File: src/rtl/cbc_pkg.sv
package cbc_pkg;
    localparam int CLK_BYTES = 5;
    localparam logic [7:0] CLK_SEL_FIRST = 8'd8;
    localparam logic [7:0] CLK_SEL_LAST  = 8'd12;
    localparam logic [7:0] TOP_BYTE_FILL = 8'h3E;

    typedef enum logic {
        LATCH_LOW,
        LATCH_HIGH
    } latch_st_t;

    typedef enum logic [1:0] {
        WIN_NONE,
        WIN_OFF,
        WIN_RAM,
        WIN_CLOCK
    } win_mode_t;
endpackage

File: src/rtl/cbc_ctrl_regs.sv
module cbc_ctrl_regs
    import cbc_pkg::*;
(
    input  logic       clk,
    input  logic       rst_n,
    input  logic       wr,
    input  logic [2:0] addr_top,
    input  logic [7:0] wdata,
    output logic       ram_on,
    output logic [7:0] rom_bank,
    output logic [7:0] ram_sel,
    output logic       snap_go
);
    latch_st_t st_q, st_d;
    logic [7:0] bank_q;

    wire is_en_wr    = wr && (addr_top == 3'b000);
    wire is_rom_wr   = wr && (addr_top == 3'b001);
    wire is_sel_wr   = wr && (addr_top == 3'b010);
    wire is_latch_wr = wr && (addr_top == 3'b011);

    always_ff @(posedge clk) begin
        if (!rst_n) begin
            ram_on  <= 1'b0;
            bank_q  <= 8'h00;
            ram_sel <= 8'h00;
        end else begin
            if (is_en_wr)  ram_on  <= (wdata[3:0] == 4'hA);
            if (is_rom_wr) bank_q  <= wdata;
            if (is_sel_wr) ram_sel <= wdata;
        end
    end

    // State register of the capture machine
    always_ff @(posedge clk) begin
        if (!rst_n) st_q <= LATCH_LOW;
        else        st_q <= st_d;
    end

    // Next state and snapshot output
    always_comb begin
        st_d    = st_q;
        snap_go = 1'b0;
        unique case (st_q)
            LATCH_LOW: begin
                if (is_latch_wr && wdata[0]) begin
                    st_d    = LATCH_HIGH;   // CAPTURE
                    snap_go = 1'b1;
                end
            end
            LATCH_HIGH: begin
                if (is_latch_wr && !wdata[0]) st_d = LATCH_LOW; // REARM
            end
            default: st_d = LATCH_LOW;
        endcase
    end

    assign rom_bank = (bank_q == 8'h00) ? 8'h01 : bank_q;
endmodule

File: src/rtl/cbc_clock_latch.sv
module cbc_clock_latch
    import cbc_pkg::*;
(
    input  logic                   clk,
    input  logic                   rst_n,
    input  logic                   snap_go,
    input  logic [CLK_BYTES*8-1:0] live_time,
    input  logic                   upd_en,
    input  logic [2:0]             upd_idx,
    input  logic [7:0]             upd_data,
    output logic [CLK_BYTES*8-1:0] held
);
    for (genvar i = 0; i < CLK_BYTES; i++) begin : g_byte
        always_ff @(posedge clk) begin
            if (!rst_n)
                held[i*8 +: 8] <= 8'h00;
            else if (snap_go)
                held[i*8 +: 8] <= live_time[i*8 +: 8];
            else if (upd_en && (upd_idx == 3'(i)))
                held[i*8 +: 8] <= upd_data;
        end
    end
endmodule

File: src/rtl/cbc_window_map.sv
module cbc_window_map
    import cbc_pkg::*;
#(
    parameter int ROM_ADDR_W = 20,
    parameter int RAM_ADDR_W = 15,
    parameter int HAS_RAM    = 1
) (
    input  logic [15:0]            cpu_addr,
    input  logic [7:0]             cpu_wdata,
    input  logic                   cpu_wr,
    input  logic                   ram_on,
    input  logic [7:0]             rom_bank,
    input  logic [7:0]             ram_sel,
    input  logic [CLK_BYTES*8-1:0] held,
    output logic [ROM_ADDR_W-1:0]  rom_addr,
    output logic [RAM_ADDR_W-1:0]  ram_addr,
    output logic                   ram_we,
    output logic                   ovr_valid,
    output logic [7:0]             ovr_data,
    output logic                   clk_wr,
    output logic [2:0]             clk_idx,
    output logic [7:0]             clk_data
);
    localparam bit RAM_FITTED = (HAS_RAM != 0);

    win_mode_t mode;
    logic      in_win, sel_clock;
    logic [7:0] held_byte;

    assign in_win    = (cpu_addr[15:13] == 3'b101);
    assign sel_clock = (ram_sel >= CLK_SEL_FIRST) && (ram_sel <= CLK_SEL_LAST);
    assign clk_idx   = ram_sel[2:0];
    assign clk_data  = cpu_wdata;
    assign held_byte = held[clk_idx*8 +: 8];

    always_comb begin
        if (cpu_addr[14])
            rom_addr = ROM_ADDR_W'({rom_bank, cpu_addr[13:0]});
        else
            rom_addr = ROM_ADDR_W'(cpu_addr[13:0]);
        ram_addr = RAM_ADDR_W'({ram_sel, cpu_addr[12:0]});
    end

    always_comb begin
        if (!in_win)                     mode = WIN_NONE;
        else if (!ram_on || !RAM_FITTED) mode = WIN_OFF;
        else if (sel_clock)              mode = WIN_CLOCK;
        else                             mode = WIN_RAM;
    end

    always_comb begin
        ram_we    = 1'b0;
        clk_wr    = 1'b0;
        ovr_valid = 1'b0;
        ovr_data  = 8'hFF;
        unique case (mode)
            WIN_NONE: ;
            WIN_OFF:  ovr_valid = 1'b1;
            WIN_RAM:  ram_we = cpu_wr;
            WIN_CLOCK: begin
                ovr_valid = 1'b1;
                clk_wr    = cpu_wr;
                ovr_data  = held_byte | ((clk_idx == 3'd4) ? TOP_BYTE_FILL : 8'h00);
            end
            default: ;
        endcase
    end
endmodule

File: src/rtl/cart_bank_ctrl.sv
module cart_bank_ctrl
    import cbc_pkg::*;
#(
    parameter int ROM_ADDR_W = 20,
    parameter int RAM_ADDR_W = 15,
    parameter int HAS_RAM    = 1
) (
    input  logic                  clk,
    input  logic                  rst_n,
    input  logic [15:0]           cpu_addr,
    input  logic [7:0]            cpu_wdata,
    input  logic                  cpu_wr,
    input  logic [39:0]           live_time,
    output logic [ROM_ADDR_W-1:0] rom_addr,
    output logic [RAM_ADDR_W-1:0] ram_addr,
    output logic                  ram_we,
    output logic                  ovr_valid,
    output logic [7:0]            ovr_data,
    output logic                  clk_wr,
    output logic [2:0]            clk_idx,
    output logic [7:0]            clk_data
);
    logic       ram_on, snap_go;
    logic [7:0] rom_bank, ram_sel;
    logic [CLK_BYTES*8-1:0] held;

    cbc_ctrl_regs u_regs (
        .clk      (clk),
        .rst_n    (rst_n),
        .wr       (cpu_wr),
        .addr_top (cpu_addr[15:13]),
        .wdata    (cpu_wdata),
        .ram_on   (ram_on),
        .rom_bank (rom_bank),
        .ram_sel  (ram_sel),
        .snap_go  (snap_go)
    );

    cbc_clock_latch u_latch (
        .clk       (clk),
        .rst_n     (rst_n),
        .snap_go   (snap_go),
        .live_time (live_time),
        .upd_en    (clk_wr),
        .upd_idx   (clk_idx),
        .upd_data  (clk_data),
        .held      (held)
    );

    cbc_window_map #(
        .ROM_ADDR_W (ROM_ADDR_W),
        .RAM_ADDR_W (RAM_ADDR_W),
        .HAS_RAM    (HAS_RAM)
    ) u_map (
        .cpu_addr  (cpu_addr),
        .cpu_wdata (cpu_wdata),
        .cpu_wr    (cpu_wr),
        .ram_on    (ram_on),
        .rom_bank  (rom_bank),
        .ram_sel   (ram_sel),
        .held      (held),
        .rom_addr  (rom_addr),
        .ram_addr  (ram_addr),
        .ram_we    (ram_we),
        .ovr_valid (ovr_valid),
        .ovr_data  (ovr_data),
        .clk_wr    (clk_wr),
        .clk_idx   (clk_idx),
        .clk_data  (clk_data)
    );
endmodule

File: config.mk
export PLATFORM = sky130hd
export DESIGN_NAME = cart_bank_ctrl
export DESIGN_NICKNAME = d
export VERILOG_FILES = /design/src/rtl/cbc_pkg.sv /design/src/rtl/cbc_ctrl_regs.sv /design/src/rtl/cbc_clock_latch.sv /design/src/rtl/cbc_window_map.sv /design/src/rtl/cart_bank_ctrl.sv
export SDC_FILE = /design/constraint.sdc
export NUM_CORES = 1
export LEC_CHECK = 0
export CAP_MARGIN = 40
export CORE_MARGIN = 2
export CORE_UTILIZATION = 30
export DETAILED_ROUTE_END_ITERATION = 6
export GPL_TIMING_DRIVEN = 1
export PLACE_DENSITY_LB_ADDON = 0.25
export SETUP_SLACK_MARGIN = 0.2
export SLEW_MARGIN = 5
export SYNTH_ARGS = -nofsm -noshare
export SYNTH_HDL_FRONTEND = slang
export SYNTH_SLANG_ARGS = --single-unit
File: constraint.sdc
create_clock -name clk -period 2.36 [get_ports clk]
set_clock_uncertainty 0.05 [all_clocks]
set_input_delay 0.472 -clock clk [delete_from_list [all_inputs] [get_ports clk]]
set_output_delay 0.472 -clock clk [all_outputs]
set_load 0.005 [all_outputs]
Word level (Yosys, flattened, before mapping). Index checks and enable logic that the tools add are counted.

Bits in registers: 58. Latch bits: 0. Bits in writable memories: 0. Memory bits (read-only): 0. Memories kept: 0.

$add $sub $neg: 0. $mul: 0. Divide/modulo/power cells: 0. $lt $le $gt $ge: 2. Eq/ne operators: 12. Shift operators: 1. Multiplexer cells: 24. Bitwise gates (word level): 2. Reduce and logical (&&, ||, !) cells: 22.

Operator list (number): two-way mux 8 bit (11); indexed part select 40 x 7 -> 8 bit (1); two-way mux 20 bit (1); equality test 3 x 2 -> 1 bit (second input constant) (4); logical AND 1 bit (12); two-way mux 6 bit (2); nonzero test 2 bit (5); >= comparator 8 x 4 -> 1 bit (second input constant) (1); <= comparator 8 x 4 -> 1 bit (second input constant) (1); zero test 8 bit (1); bitwise OR 8 bit (1); two-way mux 1 bit (7); equality test 3 x 1 -> 1 bit (second input constant) (2); equality test 3 bit (second input constant) (2); zero test 3 bit (2); equality test 2 bit (second input constant) (2); equality test 4 bit (second input constant) (1); two-way mux 2 bit (2); equality test 2 x 1 -> 1 bit (second input constant) (1); one-hot mux 1 bit (2 select lines) (1); OR reduction 2 bit (1); zero test 1 bit (1); inverter 1 bit (1).

Logic depth before layout (Yosys ltp).
Word-level depth: 10. Depth in mapped cells: 7. Depth with buffers taken out: 4.

Hierarchy. Synthesis repeated with hierarchy kept, for this count alone.

Cells, all modules: 359. Area total of the unflattened synthesis: 3525.9 um^2.

Modules (own cells, without submodules): cbc_clock_latch (instances 1, cells an instance 189, area an instance 2001.9 um^2, sequential area each 800.8 um^2); cbc_ctrl_regs (instances 1, cells an instance 84, area an instance 782.0 um^2, sequential area each 360.3 um^2); cbc_window_map (instances 1, cells an instance 86, area an instance 742.0 um^2, sequential area each 0.0 um^2).

Least setup slack after synthesis. Ideal clock, no wire load.

Path type: register to output. From: register u_regs.ram_sel[4]. To: output port ovr_data[1]. Arrival time: 1.738 ns. Data required time: 1.838 ns. Slack: 0.100 ns. Cell stages (with the launch flop): 6. Path through: dfxtp_1 or4b_1 buf_6 or2_2 nor3_1 nand2b_1.

Cells in the longest elaborated chain, start to end: 7.

Ends and longest elaborated chain: start: declaration (RTL line cbc_ctrl_regs.sv:11) `output logic [7:0] ram_sel,`; start signal: assignment (RTL line cbc_ctrl_regs.sv:30) `if (is_sel_wr) ram_sel <= wdata;`; >= comparator 8 x 4 -> 1 bit / <= comparator 8 x 4 -> 1 bit (equally long branches) (RTL line cbc_window_map.sv:31) `assign sel_clock = (ram_sel >= CLK_SEL_FIRST) && (ram_sel <= CLK_SEL_LAST);`; logical AND 1 bit (*) (RTL line cbc_window_map.sv:31); two-way mux 1 bit (*) (RTL line cbc_window_map.sv:47) `else if (sel_clock) mode = WIN_CLOCK;`; two-way mux 2 bit (*) (RTL line cbc_window_map.sv:46) `else if (!ram_on || !RAM_FITTED) mode = WIN_OFF;`; two-way mux 2 bit (*) (RTL line cbc_window_map.sv:45) `if (!in_win) mode = WIN_NONE;`; equality test 2 bit (*) (RTL line cbc_window_map.sv:56) `unique case (mode)`; two-way mux 8 bit (*) (RTL line cbc_window_map.sv:56); end: declaration (RTL line cart_bank_ctrl.sv:18) `output logic [7:0] ovr_data,`.

Every way passes the cells marked *; elsewhere a longest branch is shown, timed or not.

Worst setup path in the final report.
From: register u_regs.ram_sel[6]. To: output port ovr_data[3].

Same word-level chain as after synthesis.

==> reports/metrics.yaml <==
status:
  run_status: "finished with violations"
  violations: "setup timing"
cells_and_area:
  register_area_mm2: 0.00107
  final_area_mm2: 0.00431
  drive_gt1_share_pct: 26.1
  multi_input_area_mm2: 0.00170
  areaGrowthSynthToFinish_pct: 37.7
  nets: 472
  fill_cells: 1023
  diodes: 0
  fin_cells: 542
  final_util_pct: 42.1
sta:
  fin_ws_ns: -0.128
  tns_ns: -0.815
  min_period_ns: 2.49
  tightest_slew_ns: 0.449
  setup_viol: 10
  final.period_utilization_pct: 105
  fmax_ghz: 0.402
  final_hold_viol_count: 0
  slew_headroom_pct: 69.7
  rsz0062_at_grt: "yes"
  whs_ns: 0.408
  report.final.slew_viol_count: 0
yosys:
  synth_simple_gate_area_share_pct: 17.4
  ys.warnings.count: 0
  synthArstFlopShare_pct: 0
  synth_mux_area_share_pct: 12.8
  synth_compound_area_share_pct: 21.1
  synth.distinct_cells: 35
  synth_edf_count: 0
  ys_ff_latch: 53
  synth_top_family_by_area: "compound AO/OA/AOI/OAI gates"
  yosys_most_used_dff: "dfxtp_1"
  yosysSeqAreaShare_pct: 33.9
  synth-xor-area-share_pct: 0
  syn_inst: 337
  syn_nets: 404
  netlist_area_mm2: 0.00313
  synthAdderAreaFrac_pct: 0
  avgSynthCellArea_um2: 9.29
power:
  ir_drop_mv: 0.236
  p_leak_uw: 0.00163
  power_density_mw_per_mm2: 434
worst_setup_path:
  worstPathRequired_ns: 1.84
  cp.arrival_ns: 1.97
  critPathCaptureType: "output port"
  critPathKind: "reg2out"
  critPathLaunch: "u_regs.ram_sel[6]"
  r2r-start: "u_regs.ram_sel[0]"
  crit_fanout: 4
  critPathLaunchType: "register"
min_path:
  hold_path.class: "reg2reg"
  min_from: "u_latch.held[16]"
place:
  gp_congestion: 0.778
  io_buffers: 79
  dp_hpwl_mm: 6.64
  dp_cells: 525
  dpl_cell_area_mm2: 0.00404
route:
  drt-total-wl_mm: 9.18
  routedWlPerCell_um: 16.9
  vias: 2762
  drtIter0Drc: 102
  drtAntennaViolNets: 0
  drc: 0
  vias_per_cell: 5.10
  drtPass1Iterations: 4
cts:
  clk_latency_ns: 0.30
  cts_tree: "built"
  h-tree-depth: 2
  cts_buffer_depth: 2
  clkTransAtPathRegs_ns: 0.11
  cts_buffers: 5
  cts-root-buf: "clkbuf_8"
  clock_sinks: 53
floorplanning:
  die_area_mm2: 0.0113
  core_area_mm2: 0.0102
  die_width_um: 106
  die_h_um: 106
  rows: 37
  pin_count: 124
  initial_core_util_pct: 30.6
grt:
  grt_pass1_vias: 2823
  grt_pass1_wl_mm: 14.6
  antenna_found_initial: 0
  overflow: 0
  grtUsageTotal_pct: 16.2
  grt_max_degree: 60
flow_run:
  cap_violations: 0
cell usage after synthesis, types with 3 or more instances:
| library cell | number | share of area, % |
|---|---|---|
| a21oi_1 | 63 | 10 |
| dfxtp_1 | 53 | 34 |
| buf_4 | 44 | 11 |
| o31ai_1 | 30 | 7.2 |
| mux2i_1 | 22 | 7.0 |
| nor2b_1 | 18 | 3.6 |
| clkbuf_1 | 14 | 1.7 |
| nand2_1 | 11 | 1.3 |
| buf_2 | 9 | 1.4 |
| mux4_2 | 8 | 5.8 |
| a21boi_0 | 6 | 1.4 |
| and2_1 | 6 | 1.2 |
| nand2b_1 | 6 | 1.2 |
| nor4_4 | 5 | 3.4 |
| o311ai_0 | 5 | 1.4 |
| or2_1 | 5 | 1.0 |
| inv_1 | 3 | 0.36 |
| nor4_1 | 3 | 0.60 |
| o22ai_1 | 3 | 0.60 |
| or4bb_1 | 3 | 1.1 |
metal layers:
layer  global-route usage [%]  wire length (um)  up-vias  part of all wire, %
met4                     5.92               211        0                  2.3
met1                     21.8              4130     1340                   45
met2                     26.1              4430       75                   48
met3                     2.76               405       15                  4.4
li1                         -                 -     1332                    -
met5                        0                 0        -                    0
state kept, by name, summed over array words and instances (netlist names), named ones only:
register and count:
u_latch.held 35, u_regs.ram_sel 8, u_regs.bank_q 8, u_regs.ram_on 1
through the flow:
step	total power, uW	worst slack [ns]
floorplan	1110	0.210
global placement	1240	-0.222
detailed placement	1240	-0.236
CTS	1880	-0.178
global route	1940	-0.209
finish	1870	-0.128
layout by cell type (no fill, tap or decap), types with 4 or more instances in the layout:
cell | synthesis | layout
a21boi_0 | 6 | 4
a21oi_1 | 63 | 62
and2_1 | 6 | 5
buf_12 | 0 | 6
buf_2 | 9 | 8
buf_4 | 44 | 39
buf_6 | 2 | 8
clkbuf_8 | 0 | 5
clkdlybuf4s50_1 | 0 | 65
dfxtp_1 | 53 | 47
dfxtp_2 | 0 | 5
mux2i_1 | 22 | 22
mux4_2 | 8 | 8
nand2_1 | 11 | 8
nand2b_1 | 6 | 5
nor2b_1 | 18 | 18
nor4_4 | 5 | 6
o311ai_0 | 5 | 5
o31ai_1 | 30 | 30
or2_1 | 5 | 5
logic make-up after synthesis:
family | count (synthesis)
AND/OR/NAND/NOR | 73
flip-flops | 53
AO/OA/AOI/OAI | 109
buffers and inverters | 72
multiplexers | 30
where the power goes:
| part | switching, uW | internal [uW] |
|---|---|---|
| combinational | 128 | 182 |
| clock | 318 | 319 |
| sequential | 13.2 | 912 |
| total | 459 | 1410 |
worst max-delay path, cell delays in order (launching register included):
cell and delay, ns:
dfxtp_2 0.33, or4b_4 0.53, or2_4 0.27, nor3_2 0.10
buf_4 0.16, buf_6 0.10, nand2b_1 0.05, buf_2 0.12
area by class of cell:
| class | instances | share of cell area [%] |
|---|---|---|
| clock inverter | 3 | 1.02 |
| multi-input combinational | 212 | 39.4 |
| timing repair buffer | 130 | 29.0 |
| sequential | 53 | 24.9 |
| inverter | 3 | 0.261 |
| tap | 136 | 3.95 |
| clock buffer | 5 | 1.60 |
final timing paths:
check	slack (ns)	cells after the start	to
hold / removal	0.41	2	u_latch.held[16]
setup / recovery	-0.13	7	ovr_data[3]
hold reg to reg	0.41	2	u_latch.held[16]
setup reg to reg	0.27	7	u_latch.held[0]
what timing repair did:
action / CTS / global route
hold buffers: 0 / 0
setup endpoints to repair: 31 / 20
buffers inserted: 7 / 1
pin swaps: 10 / 5
gates resized for setup: 77 / 5
cloned: 0 / 1
Power figures use the tool's default switching activity.
